==> config.mk <==
export PLATFORM = sky130hd
export DESIGN_NAME = row_bound_decoder
export DESIGN_NICKNAME = d
export VERILOG_FILES = /design/src/rtl/row_bound_pkg.sv /design/src/rtl/row_bound_cfg.sv /design/src/rtl/row_bound_match.sv /design/src/rtl/row_bound_hole.sv /design/src/rtl/row_bound_decoder.sv
export SDC_FILE = /design/constraint.sdc
export NUM_CORES = 1
export LEC_CHECK = 0
export CORE_UTILIZATION = 25
export DETAILED_ROUTE_END_ITERATION = 12
export DONT_BUFFER_PORTS = 1
export SLEW_MARGIN = 20
export SYNTH_ARGS = -nofsm -noshare
export SYNTH_HDL_FRONTEND = slang
export SYNTH_HIERARCHICAL = 1
export SYNTH_SLANG_ARGS = --single-unit
==> constraint.sdc <==
create_clock -name clk -period 4.71 [get_ports clk]
set_clock_uncertainty 0.15 [all_clocks]
set_input_delay 0.2355 -clock clk [delete_from_list [all_inputs] [get_ports clk]]
set_output_delay 0.2355 -clock clk [all_outputs]
set_load 0.02 [all_outputs]
==> src/rtl/row_bound_pkg.sv <==
package row_bound_pkg;
  localparam int ROWS     = 8;
  localparam int BND_W    = 8;
  localparam int ADDR_W   = 32;
  localparam int GRAN_LG2 = 23;

  typedef enum logic [1:0] {
    HOLE_NONE = 2'b00,
    HOLE_LOW  = 2'b01,
    HOLE_HIGH = 2'b10,
    HOLE_RSVD = 2'b11
  } hole_code_t;

  localparam logic [31:0] LOW_HOLE_BASE  = 32'h0008_0000;
  localparam logic [31:0] LOW_HOLE_END   = 32'h000A_0000;
  localparam logic [31:0] HIGH_HOLE_BASE = 32'h00F0_0000;
  localparam logic [31:0] HIGH_HOLE_END  = 32'h0100_0000;
endpackage

==> src/rtl/row_bound_cfg.sv <==
module row_bound_cfg
  import row_bound_pkg::*;
#(
  parameter int N_ROWS = ROWS,
  parameter int BW     = BND_W,
  localparam int SEL_W = $clog2(N_ROWS + 1)
) (
  input  logic                        clk,
  input  logic                        rst_n,
  input  logic                        we,
  input  logic [SEL_W-1:0]            sel,
  input  logic [BW-1:0]               wdata,
  output logic [N_ROWS-1:0][BW-1:0]   bnd,
  output hole_code_t                  hole
);
  for (genvar n = 0; n < N_ROWS; n++) begin : g_bnd
    always_ff @(posedge clk or negedge rst_n) begin
      if (!rst_n)                        bnd[n] <= '0;
      else if (we && sel == SEL_W'(n))   bnd[n] <= wdata;
    end
  end

  always_ff @(posedge clk or negedge rst_n) begin
    if (!rst_n)                             hole <= HOLE_NONE;
    else if (we && sel == SEL_W'(N_ROWS))   hole <= hole_code_t'(wdata[1:0]);
  end

  AST_BND_WRITE: assert property (@(posedge clk) disable iff (!rst_n)
    (we && sel < SEL_W'(N_ROWS)) |=> (bnd[$past(sel)] == $past(wdata)));
  AST_HOLE_WRITE: assert property (@(posedge clk) disable iff (!rst_n)
    (we && sel == SEL_W'(N_ROWS)) |=> (hole == hole_code_t'($past(wdata[1:0]))));
endmodule

==> src/rtl/row_bound_match.sv <==
module row_bound_match
  import row_bound_pkg::*;
#(
  parameter int N_ROWS = ROWS,
  parameter int BW     = BND_W,
  parameter int HI_W   = ADDR_W - GRAN_LG2,
  localparam int CMP_W = (HI_W > BW) ? HI_W : BW
) (
  input  logic [HI_W-1:0]             addr_hi,
  input  logic [N_ROWS-1:0][BW-1:0]   bnd,
  output logic [N_ROWS-1:0]           sel,
  output logic [BW-1:0]               start_units,
  output logic                        found
);
  logic [N_ROWS-1:0] below;
  logic [N_ROWS:0]   seen;

  assign seen[0] = 1'b0;
  for (genvar n = 0; n < N_ROWS; n++) begin : g_cmp
    assign below[n]  = CMP_W'(addr_hi) < CMP_W'(bnd[n]);
    assign seen[n+1] = seen[n] | below[n];
    assign sel[n]    = below[n] & ~seen[n];
  end
  assign found = seen[N_ROWS];

  always_comb begin
    start_units = '0;
    for (int n = 1; n < N_ROWS; n++) begin
      if (sel[n]) start_units = start_units | bnd[n-1];
    end
  end
endmodule

==> src/rtl/row_bound_hole.sv <==
module row_bound_hole
  import row_bound_pkg::*;
#(
  parameter int AW = ADDR_W
) (
  input  logic [AW-1:0] addr,
  input  hole_code_t    code,
  output logic          in_hole
);
  always_comb begin
    unique case (code)
      HOLE_LOW:  in_hole = (addr >= AW'(LOW_HOLE_BASE))  && (addr < AW'(LOW_HOLE_END));
      HOLE_HIGH: in_hole = (addr >= AW'(HIGH_HOLE_BASE)) && (addr < AW'(HIGH_HOLE_END));
      default:   in_hole = 1'b0;
    endcase
  end
endmodule

==> src/rtl/row_bound_decoder.sv <==
module row_bound_decoder
  import row_bound_pkg::*;
#(
  parameter int N_ROWS = ROWS,
  parameter int BW     = BND_W,
  parameter int AW     = ADDR_W,
  parameter int GL2    = GRAN_LG2,
  localparam int SEL_W = $clog2(N_ROWS + 1),
  localparam int HI_W  = AW - GL2
) (
  input  logic              clk,
  input  logic              rst_n,
  input  logic              cfg_we,
  input  logic [SEL_W-1:0]  cfg_sel,
  input  logic [BW-1:0]     cfg_wdata,
  input  logic              in_valid,
  output logic              in_ready,
  input  logic [AW-1:0]     in_addr,
  output logic              res_valid,
  input  logic              res_ready,
  output logic [N_ROWS-1:0] res_row,
  output logic [AW-1:0]     res_offset,
  output logic              res_hit,
  output logic              res_miss
);
  logic [N_ROWS-1:0][BW-1:0] bnd;
  hole_code_t                hole;
  logic [N_ROWS-1:0]         sel;
  logic [BW-1:0]             start_units;
  logic                      found, in_hole, hit_d, take;
  logic [AW-1:0]             start_addr;

  row_bound_cfg #(.N_ROWS(N_ROWS), .BW(BW)) u_cfg (
    .clk(clk), .rst_n(rst_n), .we(cfg_we), .sel(cfg_sel), .wdata(cfg_wdata),
    .bnd(bnd), .hole(hole));

  row_bound_match #(.N_ROWS(N_ROWS), .BW(BW), .HI_W(HI_W)) u_match (
    .addr_hi(in_addr[AW-1:GL2]), .bnd(bnd), .sel(sel),
    .start_units(start_units), .found(found));

  row_bound_hole #(.AW(AW)) u_hole (.addr(in_addr), .code(hole), .in_hole(in_hole));

  assign hit_d      = found & ~in_hole;
  assign start_addr = AW'(start_units) << GL2;
  assign in_ready   = !res_valid || res_ready;
  assign take       = in_valid && in_ready;

  always_ff @(posedge clk or negedge rst_n) begin
    if (!rst_n) begin
      res_valid  <= 1'b0;
      res_row    <= '0;
      res_offset <= '0;
      res_hit    <= 1'b0;
      res_miss   <= 1'b0;
    end else if (take) begin
      res_valid  <= 1'b1;
      res_row    <= hit_d ? sel : '0;
      res_offset <= hit_d ? (in_addr - start_addr) : '0;
      res_hit    <= hit_d;
      res_miss   <= ~hit_d;
    end else if (res_ready) begin
      res_valid  <= 1'b0;
    end
  end

  AST_ROW_ONEHOT: assert property (@(posedge clk) disable iff (!rst_n)
    res_valid |-> $onehot0(res_row));
  AST_HIT_HAS_ROW: assert property (@(posedge clk) disable iff (!rst_n)
    (res_valid && res_hit) |-> (res_row != '0));
  AST_MISS_NO_ROW: assert property (@(posedge clk) disable iff (!rst_n)
    (res_valid && res_miss) |-> (res_row == '0 && res_offset == '0));
  AST_HIT_MISS_EXCL: assert property (@(posedge clk) disable iff (!rst_n)
    res_valid |-> (res_hit ^ res_miss));
  AST_RESULT_NEXT: assert property (@(posedge clk) disable iff (!rst_n)
    (in_valid && in_ready) |=> res_valid);
  AST_STALL_HOLD: assert property (@(posedge clk) disable iff (!rst_n)
    (res_valid && !res_ready) |=> (res_valid && $stable(res_row) &&
      $stable(res_offset) && $stable(res_hit) && $stable(res_miss)));
endmodule

==> impl_metrics.toml, run 1 <==
[sta]
drv_slew = 0
fin_crit_sh_pct = 92.48
finalWorstSetupSlack_ns = 0.3544
slew_headroom_pct = 39.00
finalSetupViolations = 0
hold_viol = 0
tightest_slew_ns = 0.9117
max_freq_mhz = 229.6
rsz0062_at_grt = "false"
finalWorstPathRequiredPeriod_ns = 4.356
fin_tns_setup_ns = 0

[floorplan]
coreArea_um2 = 25400
fp.dieW_um = 163.5
start_util_pct = 25.67
die_area_um2 = 26740
rows = 58
io_pins = 93
chipHeight_um = 163.5

[logic_synthesis]
avgSynthCellArea_um2 = 11.17
synth_compound_area_share_pct = 16.62
synthSimpleGateAreaFrac_pct = 10.51
synthAdderAreaFrac_pct = 12.97
synth_edf_count = 0
async_flop_share_pct = 100.0
ys_seq_area_share_pct = 41.83
synth_xor_area_share_pct = 0.5372
yosys_warnings = 6
synth_area_leaders = "dfrtp_1, ha_1, mux2_2"
synth_top_family_by_area = "compound AO/OA/AOI/OAI gates"
ys.flop_type = "dfrtp_1"
synth_mux_area_share_pct = 11.86
yosysTopAreaCell = "dfrtp_1"
synth_area_um2 = 6521
yosys.area.top_type_share_pct = 41.83
post_synth_num_cell_types = 64
synth-seq-cells = 109
synth_nets = 700
syn-instance-count = 584

[routing]
route.detailed.drc = 0
drt_iter0_drc = 280
viasPerCell = 4.779
avgRoutedWirePerCell_um = 17.16
routed_wl_um = 16360
vias = 4554
antenna_left = 0
dr.pass1.iters = 4

[final_layout]
mostFrequentLayoutCell = "dfrtp_1"
final_nets = 735
seqCellArea_um2 = 2728
antennaDiodeCount = 0
drive_gt1_share_pct = 17.98
final_core_util_pct = 29.73
area_growth_pct = 15.81
layout_common_cells = "dfrtp_1, inv_1, ha_1, mux2_2, dlygate4sd3_1"
multiInputGateArea_um2 = 3423
fillers = 2614
final_cells = 953

[clocking]
cts_tree = "yes"
cts_num_sinks = 109
clkLatencyLatePin_ns = 0.36
clkTransAtPathRegs_ns = 0.07
clk_path_buf_depth = 2
htreeDepth = 3
cts_setup_buffers = 0
cts_made_buffers = 9
root_buffer = "clkbuf_16"

[setup_path]
arrival_ns = 4.45
required_ns = 4.80
path_class = "flop to flop"
critPathCaptureType = "flop"
regToRegSetupSlack_ns = 0.35
worstSetupStartpointType = "flop"
cp_max_fo = 9
r2r_cells = 16
timing.rr.end = "res_offset[30]"
r2r_start = "u_cfg/bnd[18]"

[pwr]
peakVddDrop_mv = 0.2076
power.density_cell_area_nw_per_um2 = 423.9
switchingPower_uw = 1128
switching_share_pct = 35.25
p_int_uw = 2073
clockPowerShare_pct = 24.3
seq_power_share_pct = 44.6
leakage_uw = 0.003409
pwr-share-comb_pct = 31.2

[placement]
portBuffers = 0
pre_cts_ws_ns = 0.3621
placed_cells = 903
dp_hpwl_um = 11860
gp_congestion = 0.8401

[global_route]
grt_pass1_vias = 4738
use_met1_pct = 16.56
grt_use_met2_pct = 20.69
gr-usage-met3_pct = 3.784
grt_pass1_wl_um = 26450
gr-total-overflow = 0
grt-busiest-layer = "met2"
grt_max_degree = 110
antenna_found_initial = 3
grtUsageTotal_pct = 12.86

[run_status]
status = "completed"

[min_path]
min_from = "cfg_sel[1]"
holdPathStages = 2
holdPathEnd = "u_cfg/bnd[43]"
hold_path.class = "primary input to flop"

[flow_run]
maxCapViolations = 0
worst max-delay path by stage:
| stage | from | end | slack (ns) | cells past startpoint |
|---|---|---|---|---|
| 6_report | u_cfg/bnd[18] | res_offset[30] | 0.35 | 16 |
| 5_1_grt | u_cfg/bnd[7] | res_offset[31] | 0.12 | 17 |
| 4_1_cts | u_cfg/bnd[18] | res_offset[30] | 0.35 | 16 |
| 3_5_place_dp | u_cfg/bnd[18] | res_offset[30] | 0.36 | 16 |
| 3_3_place_gp | u_cfg/bnd[18] | res_offset[30] | 0.43 | 16 |
| 2_1_floorplan | u_cfg/bnd[7] | res_offset[30] | 0.83 | 17 |
per-stage QoR:
stage	power [uW]	area (um2)	hold WS, ns
2_1_floorplan	2153	6521	-0.2101
3_3_place_gp	2363	6887	-0.2082
3_5_place_dp	2391	6887	-0.2080
4_1_cts	3243	7552	0.02242
5_1_grt	3450	7552	0.03639
6_report	3201	7552	0.04215
logic make-up (layout without fill, tap and decap cells):
kind of cell / count (synthesis) / in the layout
XOR/XNOR: 4 / 4
AND/OR/NAND/NOR: 110 / 110
AO/OA/AOI/OAI: 138 / 138
multiplexers: 66 / 66
adder cells (fa/ha/maj): 67 / 67
flip-flops: 109 / 109
buffers and inverters: 90 / 129
critical path: stages (launching register included):
cell and delay [ns]:
dfrtp_1 0.38, inv_1 0.05, ha_1 0.30, a21o_1 0.18, a31oi_1 0.19, o21ai_1 0.12, a41oi_1 0.31, and4b_1 0.35
a221o_1 0.41, a211o_1 0.28, inv_1 0.11, ha_1 0.23, nor2b_1 0.14, o31ai_2 0.32, a2111oi_2 0.13, or3_1 0.32
a32o_1 0.25
what timing repair did:
item	4_1_cts	5_1_grt
hold endpoints to repair	201	0
hold buffers	35	0
resized for setup	0	0
flip-flops by register name, summed over array words and instances, names as in the netlist:
| signal | count |
|---|---|
| res_miss | 1 |
| res_hit | 1 |
| res_valid | 1 |
| res_row | 8 |
| res_offset | 32 |
| u_cfg/bnd | 64 |
| u_cfg/hole | 2 |
synth_stat cells (9+ instances only):
cell type / instances
dfrtp_1: 109
inv_1: 72
ha_1: 66
mux2_2: 58
a22o_1: 32
nand2_1: 30
a21oi_1: 21
nand3_1: 17
nor2_1: 16
o21ai_0: 15
a32o_1: 9
power groups by stage:
| stage | Clock [uW] | Combinational, uW | Sequential, uW |
|---|---|---|---|
| floorplan | 0 | 769 | 1380 |
| global placement | 0 | 920 | 1440 |
| detailed placement | 0 | 941 | 1450 |
| CTS | 807 | 1010 | 1430 |
| global route | 849 | 1140 | 1460 |
| finish | 777 | 997 | 1430 |
final cells by class:
cell class,instances,share of cell area (%)
clock buffer,11,3.214
clock inverter,4,0.7290
inverter,72,3.579
multi-input combinational,385,45.33
sequential,109,36.12
tap,330,5.467
timing repair buffer,42,5.567
layer usage:
layer  wire, um  vias up
li1           -     2194
met1       7532     2224
met2       7463      110
met3       1118       20
met4        204        6
met5         35        -
(Power assumes the default switching activity.)
==> run 2: changes to the inputs <==
--- a/config.mk
+++ b/config.mk
@@ -5,6 +5,7 @@
 export SDC_FILE = /design/constraint.sdc
 export NUM_CORES = 1
 export LEC_CHECK = 0
+export CORE_ASPECT_RATIO = 1.1
 export CORE_UTILIZATION = 25
 export DETAILED_ROUTE_END_ITERATION = 12
 export DONT_BUFFER_PORTS = 1
==> constraint.sdc (replaced) <==
create_clock -name clk -period 4.8 [get_ports clk]
set_clock_uncertainty 0.15 [all_clocks]
set_input_delay 0.24 -clock clk [delete_from_list [all_inputs] [get_ports clk]]
set_output_delay 0.24 -clock clk [all_outputs]
set_load 0.02 [all_outputs]
==> impl_metrics.toml, run 2 (same netlist as run 1, synthesis figures left out) <==
[final_layout]
regMostFlops = "u_cfg/bnd"
area_growth_pct = 16.37
top_regs = "u_cfg/bnd: 64 flops, res_offset: 32 flops, res_row: 8 flops"
drive_gt1_share_pct = 18.27
largest_reg_flops = 64
mostFrequentLayoutCell = "dfrtp_1"
final_nets = 735
layout_common_cells = "dfrtp_1, inv_1, ha_1, mux2_2, dlygate4sd3_1"

[setup_path]
regToRegSetupSlack_ns = 0.51
arrival_ns = 4.38
slowest_delay_ns = 0.76
timing.rr.end = "res_offset[31]"
r2r_cells = 17
cp_slowest_cell = "a2111oi_4"
r2r_start = "u_cfg/bnd[50]"
required_ns = 4.89
critPathCaptureType = "flop"
worstSetupStartpointType = "flop"
cp_max_fo = 12
crit_path_end = "res_offset[31]"
path_class = "flop to flop"
startpoint = "u_cfg/bnd[50]"
path_cells = "inv_1, ha_1, o21a_1, o21ai_1, a221oi_1, a2111oi_4, nand3_1, a21oi_1, a211o_1, ha_1, inv_1, fa_1, a211oi_1, o21ai_0, a31oi_1, xnor2_1, o21ai_0"

[pwr]
pwr-share-comb_pct = 31.1
seq_power_share_pct = 44.3
p_int_uw = 2046
power_uw = 3159
power.density_cell_area_nw_per_um2 = 416.3
clockPowerShare_pct = 24.6
leakage_uw = 0.003419
switchingPower_uw = 1112
peakVddDrop_mv = 0.1768
switching_share_pct = 35.21

[sta]
hold_viol = 0
fin_tns_setup_ns = 0
finalWorstPathRequiredPeriod_ns = 4.294
slew_headroom_pct = 39.06
max_freq_mhz = 232.9
tightest_slew_ns = 0.9109
fin_crit_sh_pct = 89.46
drv_slew = 0
rsz0062_at_grt = "false"
finalSetupViolations = 0

[floorplan]
die_area_um2 = 26740
fp.dieW_um = 156.0
rows = 61
io_pins = 93
chipHeight_um = 171.4
coreArea_um2 = 25420
start_util_pct = 25.66

[clocking]
cts_setup_buffers = 0
clkLatencyLatePin_ns = 0.36
cts_num_sinks = 109
cts_tree = "yes"
cts_made_buffers = 9
cts_resized = 0
root_buffer = "clkbuf_16"
clk_path_buf_depth = 2
htreeDepth = 3
ctsHoldBuffers = 35
clkTransAtPathRegs_ns = 0.08

[global_route]
gr-total-overflow = 0
grt_pass1_vias = 4828
grt_pass1_wl_um = 26380
antenna_found_initial = 3
grtUsageTotal_pct = 12.94
grt_max_degree = 110

[routing]
dr.pass1.iters = 4
drt_iter0_drc = 329
vias = 4587
antenna_left = 0
highest_layer = "met5"
routed_wl_um = 16690
viasPerCell = 4.719
dr_wl_met2_um = 7970
avgRoutedWirePerCell_um = 17.17
met3WireLength_um = 1098
route.detailed.drc = 0
wl_met1_um = 7431

[run_status]
status = "completed"

[flow_run]
maxCapViolations = 0

[placement]
gp_congestion = 0.7846
portBuffers = 0
dp_hpwl_um = 11960

[min_path]
hold_path.class = "primary input to flop"
[run 2: cell count changes in the layout (fill, tap and decap cells not counted)]
cell,delta
clkbuf_8,+1
clkbuf_1,-1
inv_6,-1
clkinv_2,+2
diode_2,+2
[run 2: layout make-up]
class	count	area, um2
clock inverter	5	56.30
clock buffer	11	252.7
tap	346	432.9
fill	2619	17830
multi-input combinational	385	3423
inverter	72	270.3
timing repair buffer	42	420.4
antenna	2	5.005
sequential	109	2728
[run 2: per-layer routing]
metal  GRT usage (%)  vias to the layer above
li1                -                     2199
met1           15.58                     2250
met3           4.510                       15
met5               0                        -
met4           3.112                        2
met2           21.97                      121
[run 2: through the flow]
stage	hold slack [ns]	instances	area [um2]	setup slack, ns	utilization (%)
finish	0.02620	972	7589	0.5060	29.86
global route	0.02714	970	7584	0.1927	29.84
CTS	0.01862	970	7584	0.5136	29.84
detailed placement	-0.2033	919	6907	0.5254	27.17
global placement	-0.2032	919	6907	0.6029	27.17
floorplan	-0.2056	584	6521	0.9167	-
[run 2: worst max-delay path: cells and delay by family, from the launching register on]
kind,cells,cell delay [ns]
compound gates,10,2.37
xor+xnor,1,0.14
flops,1,0.37
simple gates,1,0.15
buf+inv,2,0.11
fa+ha+maj,3,0.87
[run 2: power groups by stage]
| stage | logic [uW] | registers [uW] | clock network, uW |
|---|---|---|---|
| 6_report | 982 | 1400 | 778 |
| 5_1_grt | 1120 | 1430 | 847 |
| 4_1_cts | 987 | 1400 | 804 |
| 3_5_place_dp | 927 | 1420 | 0 |
| 3_3_place_gp | 901 | 1420 | 0 |
| 2_1_floorplan | 755 | 1360 | 0 |
[run 2: worst min path at each step]
stage | endpoint | cells past startpoint | from
floorplan | res_hit | 0 | rst_n
global placement | res_offset[3] | 0 | rst_n
detailed placement | res_offset[3] | 0 | rst_n
CTS | res_offset[23] | 3 | in_addr[23]
global route | u_cfg/bnd[45] | 2 | cfg_sel[1]
finish | res_offset[23] | 3 | in_addr[23]
